<file path="config.mk">
export PLATFORM = sky130hd
export DESIGN_NAME = dma_kick_regs
export DESIGN_NICKNAME = d
export VERILOG_FILES = /design/src/rtl/dkr_pkg.sv /design/src/rtl/dkr_regfile.sv /design/src/rtl/dkr_ctrl.sv /design/src/rtl/dkr_rdmux.sv /design/src/rtl/dma_kick_regs.sv
export SDC_FILE = /design/constraint.sdc
export NUM_CORES = 1
export LEC_CHECK = 0
export BUFFER_PORTS_ARGS = -buffer_cell sky130_fd_sc_hd__buf_2
export CAP_MARGIN = 25
export CORE_MARGIN = 1.5
export CORE_UTILIZATION = 48
export CTS_CLUSTER_DIAMETER = 80
export DETAILED_ROUTE_END_ITERATION = 8
export GPL_ROUTABILITY_DRIVEN = 0
export HOLD_SLACK_MARGIN = 0.03
export PLACE_DENSITY = 0.76
export SYNTH_ARGS = -nofsm -noshare
export SYNTH_HDL_FRONTEND = slang
export SYNTH_SLANG_ARGS = --single-unit
</file>
<file path="constraint.sdc">
create_clock -name clk -period 1.7 [get_ports clk]
set_input_delay 0.17 -clock clk [delete_from_list [all_inputs] [get_ports clk]]
set_output_delay 0.17 -clock clk [all_outputs]
set_load 0.01 [all_outputs]
</file>
<file path="src/rtl/dkr_pkg.sv">
package dkr_pkg;
   typedef enum logic [1:0] {
      SEL_DEST  = 2'd0,
      SEL_COUNT = 2'd1,
      SEL_CTRL  = 2'd2,
      SEL_NONE  = 2'd3
   } dkr_sel_e;

   localparam int CTRL_GO_BIT    = 0;
   localparam int CTRL_SHORT_BIT = 1;
endpackage

</file>
<file path="src/rtl/dkr_regfile.sv">
module dkr_regfile #(
   parameter int DATA_W     = 32,
   parameter int ALIGN_BITS = 5,
   parameter int PHYS_BITS  = 29
) (
   input  logic              clk,
   input  logic              rst_n,
   input  logic              wr_dest,
   input  logic              wr_count,
   input  logic [DATA_W-1:0] wdata,
   input  logic              busy,
   input  logic              clr_count,
   output logic [DATA_W-1:0] dest_q,
   output logic [DATA_W-1:0] count_q,
   output logic [DATA_W-1:0] dest_out
);
   localparam int TOP_BIT = (PHYS_BITS < DATA_W) ? PHYS_BITS : DATA_W;

   generate
      if (ALIGN_BITS >= TOP_BIT) begin : g_bad_align
         $error("dkr_regfile: ALIGN_BITS must be below the physical width");
      end
      if (DATA_W < 8) begin : g_bad_width
         $error("dkr_regfile: DATA_W too small");
      end
   endgenerate

   always_ff @(posedge clk) begin
      if (!rst_n) begin
         dest_q  <= '0;
         count_q <= '0;
      end else begin
         if (wr_dest && !busy)
            dest_q <= wdata;
         if (clr_count)
            count_q <= '0;
         else if (wr_count && !busy)
            count_q <= wdata;
      end
   end

   // per-bit alignment and physical window
   generate
      for (genvar i = 0; i < DATA_W; i++) begin : g_mask
         if (i >= ALIGN_BITS && i < TOP_BIT) begin : g_keep
            assign dest_out[i] = dest_q[i];
         end else begin : g_zero
            assign dest_out[i] = 1'b0;
         end
      end
   endgenerate

   // parameters locked while the mover works
   p_dest_locked_r9: assert property (@(posedge clk) disable iff (!rst_n)
      busy && wr_dest |=> $stable(dest_q));
   p_count_locked_r9: assert property (@(posedge clk) disable iff (!rst_n)
      busy && !clr_count |=> $stable(count_q));
endmodule

</file>
<file path="src/rtl/dkr_ctrl.sv">
module dkr_ctrl #(
   parameter int DATA_W = 32
) (
   input  logic              clk,
   input  logic              rst_n,
   input  logic              kick,
   input  logic              mv_done,
   input  logic [DATA_W-1:0] mv_moved,
   input  logic [DATA_W-1:0] req_len,
   output logic              busy,
   output logic              short_q,
   output logic              done_evt,
   output logic              clr_count
);
   logic finish;

   assign finish    = busy && mv_done;
   assign clr_count = finish;

   always_ff @(posedge clk) begin
      if (!rst_n) begin
         busy     <= 1'b0;
         short_q  <= 1'b0;
         done_evt <= 1'b0;
      end else begin
         done_evt <= finish;
         if (finish) begin
            busy    <= 1'b0;
            short_q <= (mv_moved < req_len);
         end else if (kick && !busy) begin
            busy    <= 1'b1;
            short_q <= 1'b0;
         end
      end
   end

   // event never lasts two cycles
   p_evt_single_r6: assert property (@(posedge clk) disable iff (!rst_n)
      done_evt |=> !done_evt);
   // busy persists until the mover answers
   p_busy_hold_r3: assert property (@(posedge clk) disable iff (!rst_n)
      busy && !mv_done |=> busy);
   // flag reflects the comparison made at completion
   p_short_r7: assert property (@(posedge clk) disable iff (!rst_n)
      busy && mv_done |=> short_q == ($past(mv_moved) < $past(req_len)));
   // stray completion while idle does nothing
   p_idle_done_r10: assert property (@(posedge clk) disable iff (!rst_n)
      !busy && mv_done && !kick |=> !busy && !done_evt && $stable(short_q));
   // start clears the flag
   p_start_clr_r8: assert property (@(posedge clk) disable iff (!rst_n)
      !busy && kick |=> busy && !short_q);
endmodule

</file>
<file path="src/rtl/dkr_rdmux.sv">
module dkr_rdmux
   import dkr_pkg::*;
#(
   parameter int DATA_W = 32
) (
   input  dkr_sel_e          sel,
   input  logic [DATA_W-1:0] dest_q,
   input  logic [DATA_W-1:0] count_q,
   input  logic              busy,
   input  logic              short_q,
   output logic [DATA_W-1:0] rdata
);
   always_comb begin
      rdata = '0;
      unique case (sel)
         SEL_DEST:  rdata = dest_q;
         SEL_COUNT: rdata = count_q;
         SEL_CTRL: begin
            rdata[CTRL_GO_BIT]    = busy;
            rdata[CTRL_SHORT_BIT] = short_q;
         end
         default:   rdata = '0;
      endcase
   end
endmodule

</file>
<file path="src/rtl/dma_kick_regs.sv">
module dma_kick_regs
   import dkr_pkg::*;
#(
   parameter int DATA_W     = 32,
   parameter int ALIGN_BITS = 5,
   parameter int PHYS_BITS  = 29
) (
   input  logic              clk,
   input  logic              rst_n,
   input  logic              bus_wr,
   input  logic [1:0]        bus_addr,
   input  logic [DATA_W-1:0] bus_wdata,
   output logic [DATA_W-1:0] bus_rdata,
   output logic              mv_req,
   output logic [DATA_W-1:0] mv_dest,
   output logic [DATA_W-1:0] mv_len,
   input  logic              mv_done,
   input  logic [DATA_W-1:0] mv_moved,
   output logic              done_evt,
   output logic              short_flag
);
   dkr_sel_e          sel;
   logic              wr_dest, wr_count, kick;
   logic              busy, short_q, clr_count;
   logic [DATA_W-1:0] dest_q, count_q, dest_out;

   assign sel      = dkr_sel_e'(bus_addr);
   assign wr_dest  = bus_wr && (sel == SEL_DEST);
   assign wr_count = bus_wr && (sel == SEL_COUNT);
   assign kick     = bus_wr && (sel == SEL_CTRL) && bus_wdata[CTRL_GO_BIT];

   dkr_regfile #(.DATA_W(DATA_W), .ALIGN_BITS(ALIGN_BITS), .PHYS_BITS(PHYS_BITS)) u_regs (
      .clk(clk), .rst_n(rst_n), .wr_dest(wr_dest), .wr_count(wr_count),
      .wdata(bus_wdata), .busy(busy), .clr_count(clr_count),
      .dest_q(dest_q), .count_q(count_q), .dest_out(dest_out));

   dkr_ctrl #(.DATA_W(DATA_W)) u_ctrl (
      .clk(clk), .rst_n(rst_n), .kick(kick), .mv_done(mv_done),
      .mv_moved(mv_moved), .req_len(count_q), .busy(busy),
      .short_q(short_q), .done_evt(done_evt), .clr_count(clr_count));

   dkr_rdmux #(.DATA_W(DATA_W)) u_rd (
      .sel(sel), .dest_q(dest_q), .count_q(count_q), .busy(busy),
      .short_q(short_q), .rdata(bus_rdata));

   assign mv_req     = busy;
   assign mv_dest    = dest_out;
   assign mv_len     = count_q;
   assign short_flag = short_q;

   // when the event fires, the channel is already idle with count cleared
   p_clear_r5: assert property (@(posedge clk) disable iff (!rst_n)
      done_evt |-> (mv_len == '0) && !mv_req);
   // mover parameters stay put during a transfer
   p_params_stable_r4: assert property (@(posedge clk) disable iff (!rst_n)
      mv_req && $past(mv_req) |-> $stable(mv_dest) && $stable(mv_len));
endmodule

</file>
==> summary by stage, run 1 <==
STA
The setup TNS is -0.0144 ns. The number of failing hold endpoints at the final stage is 0. The number of max-slew violations in the final report is 0. Setup repair after global routing could not meet its margin everywhere. The setup-violating endpoint count in the final report is 1. Timing would allow up to ~600 MHz. The clock arrives with 0.00686 ns of skew.

The share of the clock period used by the worst path is 101%. Across all setup checks in the final design, the least slack found is -0.0144 ns. Subtracting the final worst setup slack from the clock period gives 1.71 ns.

Route
The number of DRC violations after detailed-routing iteration 0 is between 100 and 150. The total via count after detailed routing is approximately 3,900. The per-cell routed wire length is roughly 14 µm.

The number of routed nets with antenna violations is 0. The total routed wirelength is 11,000 µm. Dividing the detail-routed via count by the number of cells gives about 5. The pre-antenna-repair detailed-routing pass consisted of 5 iterations. The number of design rule violations left after detail routing is 0.

Logic synthesis
The average size of a mapped cell is between 7 and 8 µm². Summing every instance area after synthesis gives 0.00394 mm². Summed over all instances, the cell type with the most area after synthesis is sky130_fd_sc_hd__dfxtp_1. The number of distinct standard cells referenced by the synthesized netlist is 32. Ranked by total cell area, the synthesized netlist is headed by sky130_fd_sc_hd__dfxtp_1 (34%), sky130_fd_sc_hd__nand2_1 (14%), sky130_fd_sc_hd__ha_1 (9.8%). The Yosys step of the flow raised 0 warnings.

The share of synthesized area occupied by flip-flops and latches is 34.0%. The count of mapped cells out of synthesis is slightly above 500. Summed over its instances, the top area cell type makes up 34.0% of the synthesized netlist area.

After synthesis the netlist holds a flip-flop and latch count of 67.

Die
The overall die area is around 0.0088 mm². The number of standard-cell rows in the floorplan is 32. The floorplan step set the die height to 93.6 µm. During I/O placement, the number of pins put on the boundary was roughly 170. The initial cell density of the core is 50.3%.

In this run the horizontal extent of the chip is ~94 µm. After floorplanning, the core was sized to cover between 0.007 and 0.008 mm².

Setup path
For the worst setup path, the data arrival time is roughly 1.9 ns. The most numerous cell on the critical path is sky130_fd_sc_hd__o21ai_1. The endpoint type of the worst setup path is a register. The slowest stage of the critical path belongs to the cell sky130_fd_sc_hd__nor4_4. For the worst setup path, the data required time is 1.92 ns. The maximum single-stage delay on the critical path is around 0.39 ns.

In this run the worst path has a maximum fanout of 3. By startpoint and endpoint, the worst setup path is classified as register to register. The startpoint class of the critical path is a register.

Traced cell by cell, the critical path runs through inv_1 > ha_4 > nand4_1 > nor4_4 > o21ai_1 > a31oi_1 > o21ai_1.

Global route
The first-pass GRT wire length is 16,900 µm. The number of antenna violations at the first check in global routing was 0. Entering global routing, the biggest net connects 33 pins. For this run, the total global-route usage over all layers was measured as between 20% and 30%. The residual overflow from global routing is 0.

The number of global-route vias before repair was roughly 3,500.

Place
In this run, placement finished with an instance count of 745. In this run the tool buffered the top-level ports with 160 buffer cells. In this run the cell area measured after placement is 0.00470 mm². Timing analysis after detailed placement gives a worst setup slack of -0.108 ns. After legalization and detailed placement, the total HPWL measured 8160 µm.

Pwr
The standby leakage power is approximately 2.4 nW. The maximum VDD drop is 389 µV. Dividing total power by cell area gives a power density of 681 mW/mm².

Clock tree
The clock insertion delay at the later pin of the skew report is 0.34 ns. The CTS tree is built. The clock slew seen by the registers of the worst setup and hold paths is roughly 0.070 ns. The number of hold buffers added after CTS was 0. In this run, CTS created clock tree buffers numbering 9. The H-tree generated during clock tree synthesis spans 3 levels. The longest clock path from root to sink contains 2 buffers. The clock root buffer master is sky130_fd_sc_hd__clkbuf_8. The clock net in this run drives a total of 67 sinks.

Final layout
The area growth from synthesis to layout is 29.0%. The final layout net count is roughly 760. The number of standard cells in the final layout excluding fillers is roughly 770. The post-route netlist has a little over a third of its cells at a drive strength greater than 1. The area of all placed cells without fillers is roughly 0.0051 mm².

The antenna diode instance count is 0.

Outcome
The final reports fail on setup timing. The flow ran to the end, but the final reports show violations.

Flow run
The max-capacitance violation count is 0.

Hold path
The min-delay analysis places its worst path in the category input pin to register.
## through the flow
step | util [%] | hold WS [ns] | total power [W]
global route | 64.8 | 0.0786 | 0.00363
CTS | 62.2 | 0.0645 | 0.00344
floorplan | - | 0.305 | 0.00207
global placement | 59.9 | 0.422 | 0.00228
finish | 64.8 | 0.0765 | 0.00346
detailed placement | 59.9 | 0.426 | 0.00230
## where the power goes
group | internal [W] | total [W] | switching [W]
registers | 0.00162 | 0.00166 | 0.0000385
clock network | 0.000555 | 0.00114 | 0.000585
logic | 0.000298 | 0.000662 | 0.000364
## final timing paths
| kind | depth (start not counted) | slack (ns) | end | startpoint |
|---|---|---|---|---|
| max | 7 | -0.01 | u_ctrl.short_q | u_regs.count_q[26] |
| min | 3 | 0.08 | u_regs.count_q[4] | bus_wdata[4] |
| max reg2reg | 7 | -0.01 | u_ctrl.short_q | u_regs.count_q[26] |
| min reg2reg | 2 | 0.45 | u_regs.dest_q[30] | u_regs.dest_q[30] |
## placed cells by master, fill, tap and decap left out, drive strengths merged
| cell | instances |
|---|---|
| and3 | 1 |
| ha | 31 |
| clkbuf | 12 |
| nand2b | 2 |
| inv | 33 |
| o21ai | 9 |
| nor2 | 35 |
| a22oi | 1 |
| buf | 193 |
| a31oi | 1 |
| and2 | 1 |
| o211ai | 1 |
| mux2i | 32 |
| nor4 | 2 |
| a2111oi | 1 |
| nor3 | 1 |
| clkinv | 3 |
| nand2 | 142 |
| a21boi | 32 |
| a2bb2oi | 1 |
| nor2b | 2 |
| conb | 8 |
| a21oi | 45 |
| dfxtp | 67 |
| a2111o | 1 |
| nand4 | 6 |
| or3 | 1 |
| nand4b | 1 |
| o21a | 2 |
## worst max-delay path, delay by kind of cell, from the launching register on
family | cells | cell delay [ns]
fa+ha+maj | 1 | 0.26
compound gates | 3 | 0.38
flops | 1 | 0.34
simple gates | 2 | 0.55
buf+inv | 1 | 0.06
## repair_timing
item | CTS | global route
resized for setup | 9 | 23
buffers inserted | 0 | 9
setup endpoints to repair | 1 | 1
gates cloned | 0 | 0
pin swaps | 4 | 13
## sequential cells by signal, summed over array words and instances, names as in the netlist
signal           cells
u_ctrl.short_q       1
u_ctrl.done_evt      1
u_regs.dest_q       32
u_ctrl.busy          1
u_regs.count_q      32
## routing by layer
layer / global-route usage, % / wire (µm)
met1: 31.3 / 4940
met2: 41.9 / 5220
met3: 5.28 / 766
met4: 6.47 / 108
met5: 0 / 0
## Yosys cell counts
library cell and number:
sky130_fd_sc_hd__nand2_1 142, sky130_fd_sc_hd__dfxtp_1 67, sky130_fd_sc_hd__a21oi_1 45, sky130_fd_sc_hd__nor2_1 35, sky130_fd_sc_hd__inv_1 33, sky130_fd_sc_hd__buf_4 32, sky130_fd_sc_hd__mux2i_1 32, sky130_fd_sc_hd__ha_1 31
sky130_fd_sc_hd__a21boi_1 30, sky130_fd_sc_hd__buf_2 13, sky130_fd_sc_hd__clkbuf_1 9, sky130_fd_sc_hd__o21ai_0 9, sky130_fd_sc_hd__buf_6 6, sky130_fd_sc_hd__nand4_1 6, sky130_fd_sc_hd__a21boi_0 2, sky130_fd_sc_hd__nor2b_1 2
sky130_fd_sc_hd__nor4_1 2, sky130_fd_sc_hd__o21a_1 2, sky130_fd_sc_hd__a2111o_1 1, sky130_fd_sc_hd__a2111oi_0 1, sky130_fd_sc_hd__a22oi_1 1, sky130_fd_sc_hd__a2bb2oi_1 1, sky130_fd_sc_hd__a31oi_1 1, sky130_fd_sc_hd__and2_1 1
sky130_fd_sc_hd__and3_1 1, sky130_fd_sc_hd__conb_1 1, sky130_fd_sc_hd__nand2b_1 1, sky130_fd_sc_hd__nand2b_4 1, sky130_fd_sc_hd__nand4b_1 1, sky130_fd_sc_hd__nor3_2 1, sky130_fd_sc_hd__o211ai_1 1, sky130_fd_sc_hd__or3_1 1
## cells by family (layout without fill, tap and decap cells)
| family | after synthesis | count (layout) | share of synthesized area (%) |
|---|---|---|---|
| AOI/OAI and AO/OA | 94 | 94 | 14.6 |
| adders and majority gates | 31 | 31 | 9.83 |
| buffers and inverters | 93 | 241 | 13.5 |
| DFF | 67 | 67 | 34.0 |
| muxes | 32 | 32 | 8.12 |
| other | 1 | 8 | 0.0951 |
| and+or+nand+nor | 194 | 194 | 19.9 |
## layout make-up
type,instances,area [µm²]
clock buffers,12,145
clock inverters,3,15.0
fillers,710,2760
inverters,33,124
multi-input cells,359,2250
flip-flops and latches,67,1350
well taps,102,128
repair buffers,193,1070
No activity file was read; power rests on OpenSTA's default activity.
==> run 2: changes to the inputs <==
--- a/config.mk
+++ b/config.mk
@@ -7,13 +7,14 @@
 export LEC_CHECK = 0
 export BUFFER_PORTS_ARGS = -buffer_cell sky130_fd_sc_hd__buf_2
 export CAP_MARGIN = 25
-export CORE_MARGIN = 1.5
+export CORE_MARGIN = 2
 export CORE_UTILIZATION = 48
 export CTS_CLUSTER_DIAMETER = 80
 export DETAILED_ROUTE_END_ITERATION = 8
 export GPL_ROUTABILITY_DRIVEN = 0
 export HOLD_SLACK_MARGIN = 0.03
 export PLACE_DENSITY = 0.76
+export REMOVE_ABC_BUFFERS = 1
 export SYNTH_ARGS = -nofsm -noshare
 export SYNTH_HDL_FRONTEND = slang
 export SYNTH_SLANG_ARGS = --single-unit
==> run 2 against run 1 <==
The run now ends clean; first-iteration DRC count down 4.8%; sequential cell count unchanged; worst hold slack better by 0.0038 ns; sequential share of layout area up 0.31 points; non-clock buffer count unchanged; largest power group unchanged.
==> summary by stage, run 2 (same netlist as run 1, synthesis figures left out) <==
Route
In the final routing, the length of wire on met1 measures between 4000 and 5000 µm. The per-cell routed wire length is about 14 µm. The first-pass iteration count of the detailed router is 4.

The routed design uses just under 700 µm of met3 wire. The routed design has about 11,000 µm of wire. After detailed routing, the number of remaining DRC violations is 0. The total via count after detailed routing is approximately 3,800. The number of DRC violations after detailed-routing iteration 0 is 100.

The average via count per standard cell is just under 5. Routed signal wires occupy layers up through met4. In the detailed route, the total length drawn on met2 is approximately 5300 µm. In this run the remaining antenna-violating nets after routing total 0.

Setup path
The worst setup path startpoint is u_regs.count_q[9]. STA classifies the critical path startpoint as a register. The endpoint type of the worst setup path is a register. The launching point of the worst reg2reg path is u_regs.count_q[9]. In this run the worst path has a maximum fanout of 3.

The register-to-register setup slack is 0.08 ns. The required time reported for the critical path endpoint is 1.93 ns. The endpoint of the most critical setup path is u_ctrl.short_q. The critical path data arrival time is 1.85 ns. The critical path start-end classification is register to register. The number of cells on the worst reg-to-reg path is 7. In this run the critical register-to-register path is captured at u_ctrl.short_q.

Die
The area of the core is between 0.008 and 0.009 mm². The I/O pin count is approximately 170. From left edge to right edge, the die measures around 95 µm. The floorplan step defined a die boundary enclosing 0.00896 mm². From bottom edge to top edge, the die measures between 90 and 100 µm. Once the floorplan was initialized, standard cells occupied 48.7% of the core. The floorplan has 33 rows.

Flow run
The max-capacitance violation count is 0.

STA
The share of the clock period used by the worst path is 95.2%. The number of failing hold endpoints at the final stage came to 0. Setup repair after global routing could not meet its margin everywhere.

Setup violations remaining at the end of the flow were counted as 0. The final worst clock skew is roughly 0.0034 ns. Derived from the worst setup path, the maximum achievable clock frequency is about 600 MHz. The clock period minus worst slack is roughly 1.6 ns. The number of max-slew violations in the final report is 0.

Final layout
The most frequent standard cell in the layout excluding fill and tap cells is sky130_fd_sc_hd__buf_2. The largest registers in the layout are u_regs.count_q x32, u_regs.dest_q x32. The final design utilization is between 60% and 70%. The antenna diode instance count is 0. The fill cell instance count of the final layout is between 700 and 800.

The final layout net count is 764. The share of cells above drive strength 1 is 34.1%. The area growth from synthesis to final layout is 27.3%.

The top cell types in the final layout, fill and taps aside, are sky130_fd_sc_hd__buf_2 (160), sky130_fd_sc_hd__nand2_1 (142), sky130_fd_sc_hd__dfxtp_1 (60).

Pwr
The maximum VDD drop is ~400 µV. In this run the power density over the cells is 700 mW/mm². The standby leakage power is 2.40 nW.

The total power after layout is about 0.0035 W.

Clock tree
Clock tree synthesis selected as its root buffer the cell sky130_fd_sc_hd__clkbuf_8. TritonCTS built the clock tree. The number of buffers added to fix hold violations after cts is 0. CTS built an H-tree with a depth of 3. The total clock buffers created by CTS is 9.

The tree built by TritonCTS fans out to between 60 and 70 sinks. The clock passes through at most 2 buffers. The clock insertion delay at the later pin of the skew report is 0.33 ns. The clock slew seen by the registers of the worst setup and hold paths is approximately 0.07 ns.

Global route
The number of antenna violations at the first check in global routing is 0. Global routing finished with a remaining overflow of 0. The number of global-route vias before repair is approximately 3,600.

Entering global routing, the biggest net connects 23 pins. The first global-routing pass estimated 16,900 µm of wire. Across every metal layer, demand over resource in global routing totals between 20% and 30%.

Place
Buffers placed on the I/O ports in this run total 160. The wire-length estimate of the detail-placed layout is roughly 8200 µm.

Outcome
The run finished with clean final reports.

Hold path
The kind of path behind the tightest hold check is input pin to register.
## run 2: cell types whose count changed in the layout (fill, tap and decap cells not counted), sizes merged
| cell | delta |
|---|---|
| clkbuf | -1 |
| clkinvlp | +1 |
| clkinv | +1 |
## run 2: metal layers
layer  track usage (%)  vias to the layer above
li1                  -                     1942
met1              28.9                     1745
met2              42.7                      125
met3              5.43                       16
met4              7.25                        0
met5                 0                        -
## run 2: per-stage QoR
stage / setup TNS (ns) / worst slack [ns] / area [µm²] / hold slack [ns] / instances
finish: 0 / 0.0822 / 5020 / 0.0803 / 773
global route: -0.0682 / -0.0682 / 5020 / 0.0734 / 773
CTS: 0 / 0.0135 / 4930 / 0.0661 / 771
detailed placement: -0.0484 / -0.0484 / 4730 / 0.428 / 755
global placement: -0.0450 / -0.0450 / 4730 / 0.423 / 755
floorplan: -1.38 / -0.0556 / 3560 / 0.305 / 459
## run 2: worst min-delay path by stage
stage,startpoint,end,slack [ns],cells after the start
global placement,bus_wdata[4],u_regs.dest_q[4],0.42,3
global route,bus_wdata[30],u_regs.dest_q[30],0.07,3
floorplan,bus_wdata[1],u_regs.dest_q[1],0.30,2
detailed placement,bus_wdata[15],u_regs.dest_q[15],0.43,3
finish,bus_wdata[9],u_regs.count_q[9],0.08,3
CTS,bus_wdata[16],u_regs.dest_q[16],0.07,3
## run 2: layout make-up
cell class / count / area (µm²) / area share, %
multi-input combinational: 359 / 2190 / 43.6
sequential: 67 / 1350 / 26.9
clock buffer: 11 / 151 / 3.02
timing repair buffer: 193 / 1050 / 20.9
tap: 105 / 131 / 2.62
clock inverter: 5 / 27.5 / 0.548
inverter: 33 / 124 / 2.47
## run 2: worst max-delay path: stages, from the launching register on
cell and delay [ns]:
sky130_fd_sc_hd__dfxtp_2 0.34, sky130_fd_sc_hd__inv_1 0.06, sky130_fd_sc_hd__ha_4 0.26, sky130_fd_sc_hd__nand4_1 0.14, sky130_fd_sc_hd__nor4_2 0.32, sky130_fd_sc_hd__o211ai_1 0.14
sky130_fd_sc_hd__a31oi_1 0.18, sky130_fd_sc_hd__o21ai_1 0.08
## run 2: repair_timing
action / CTS / global route
endpoints found under the setup margin: 1 / 1
pin swaps: 1 / 11
buffers inserted: 0 / 2
gates cloned: 0 / 0
gates resized for setup: 2 / 19
## run 2: power by group
| group | switching, W | leakage [nW] | internal, W |
|---|---|---|---|
| Sequential | 0.0000370 | 0.547 | 0.00162 |
| Combinational | 0.000351 | 1.76 | 0.000281 |
| Clock | 0.000624 | 0.0949 | 0.000599 |
| Total | 0.00101 | 2.40 | 0.00250 |
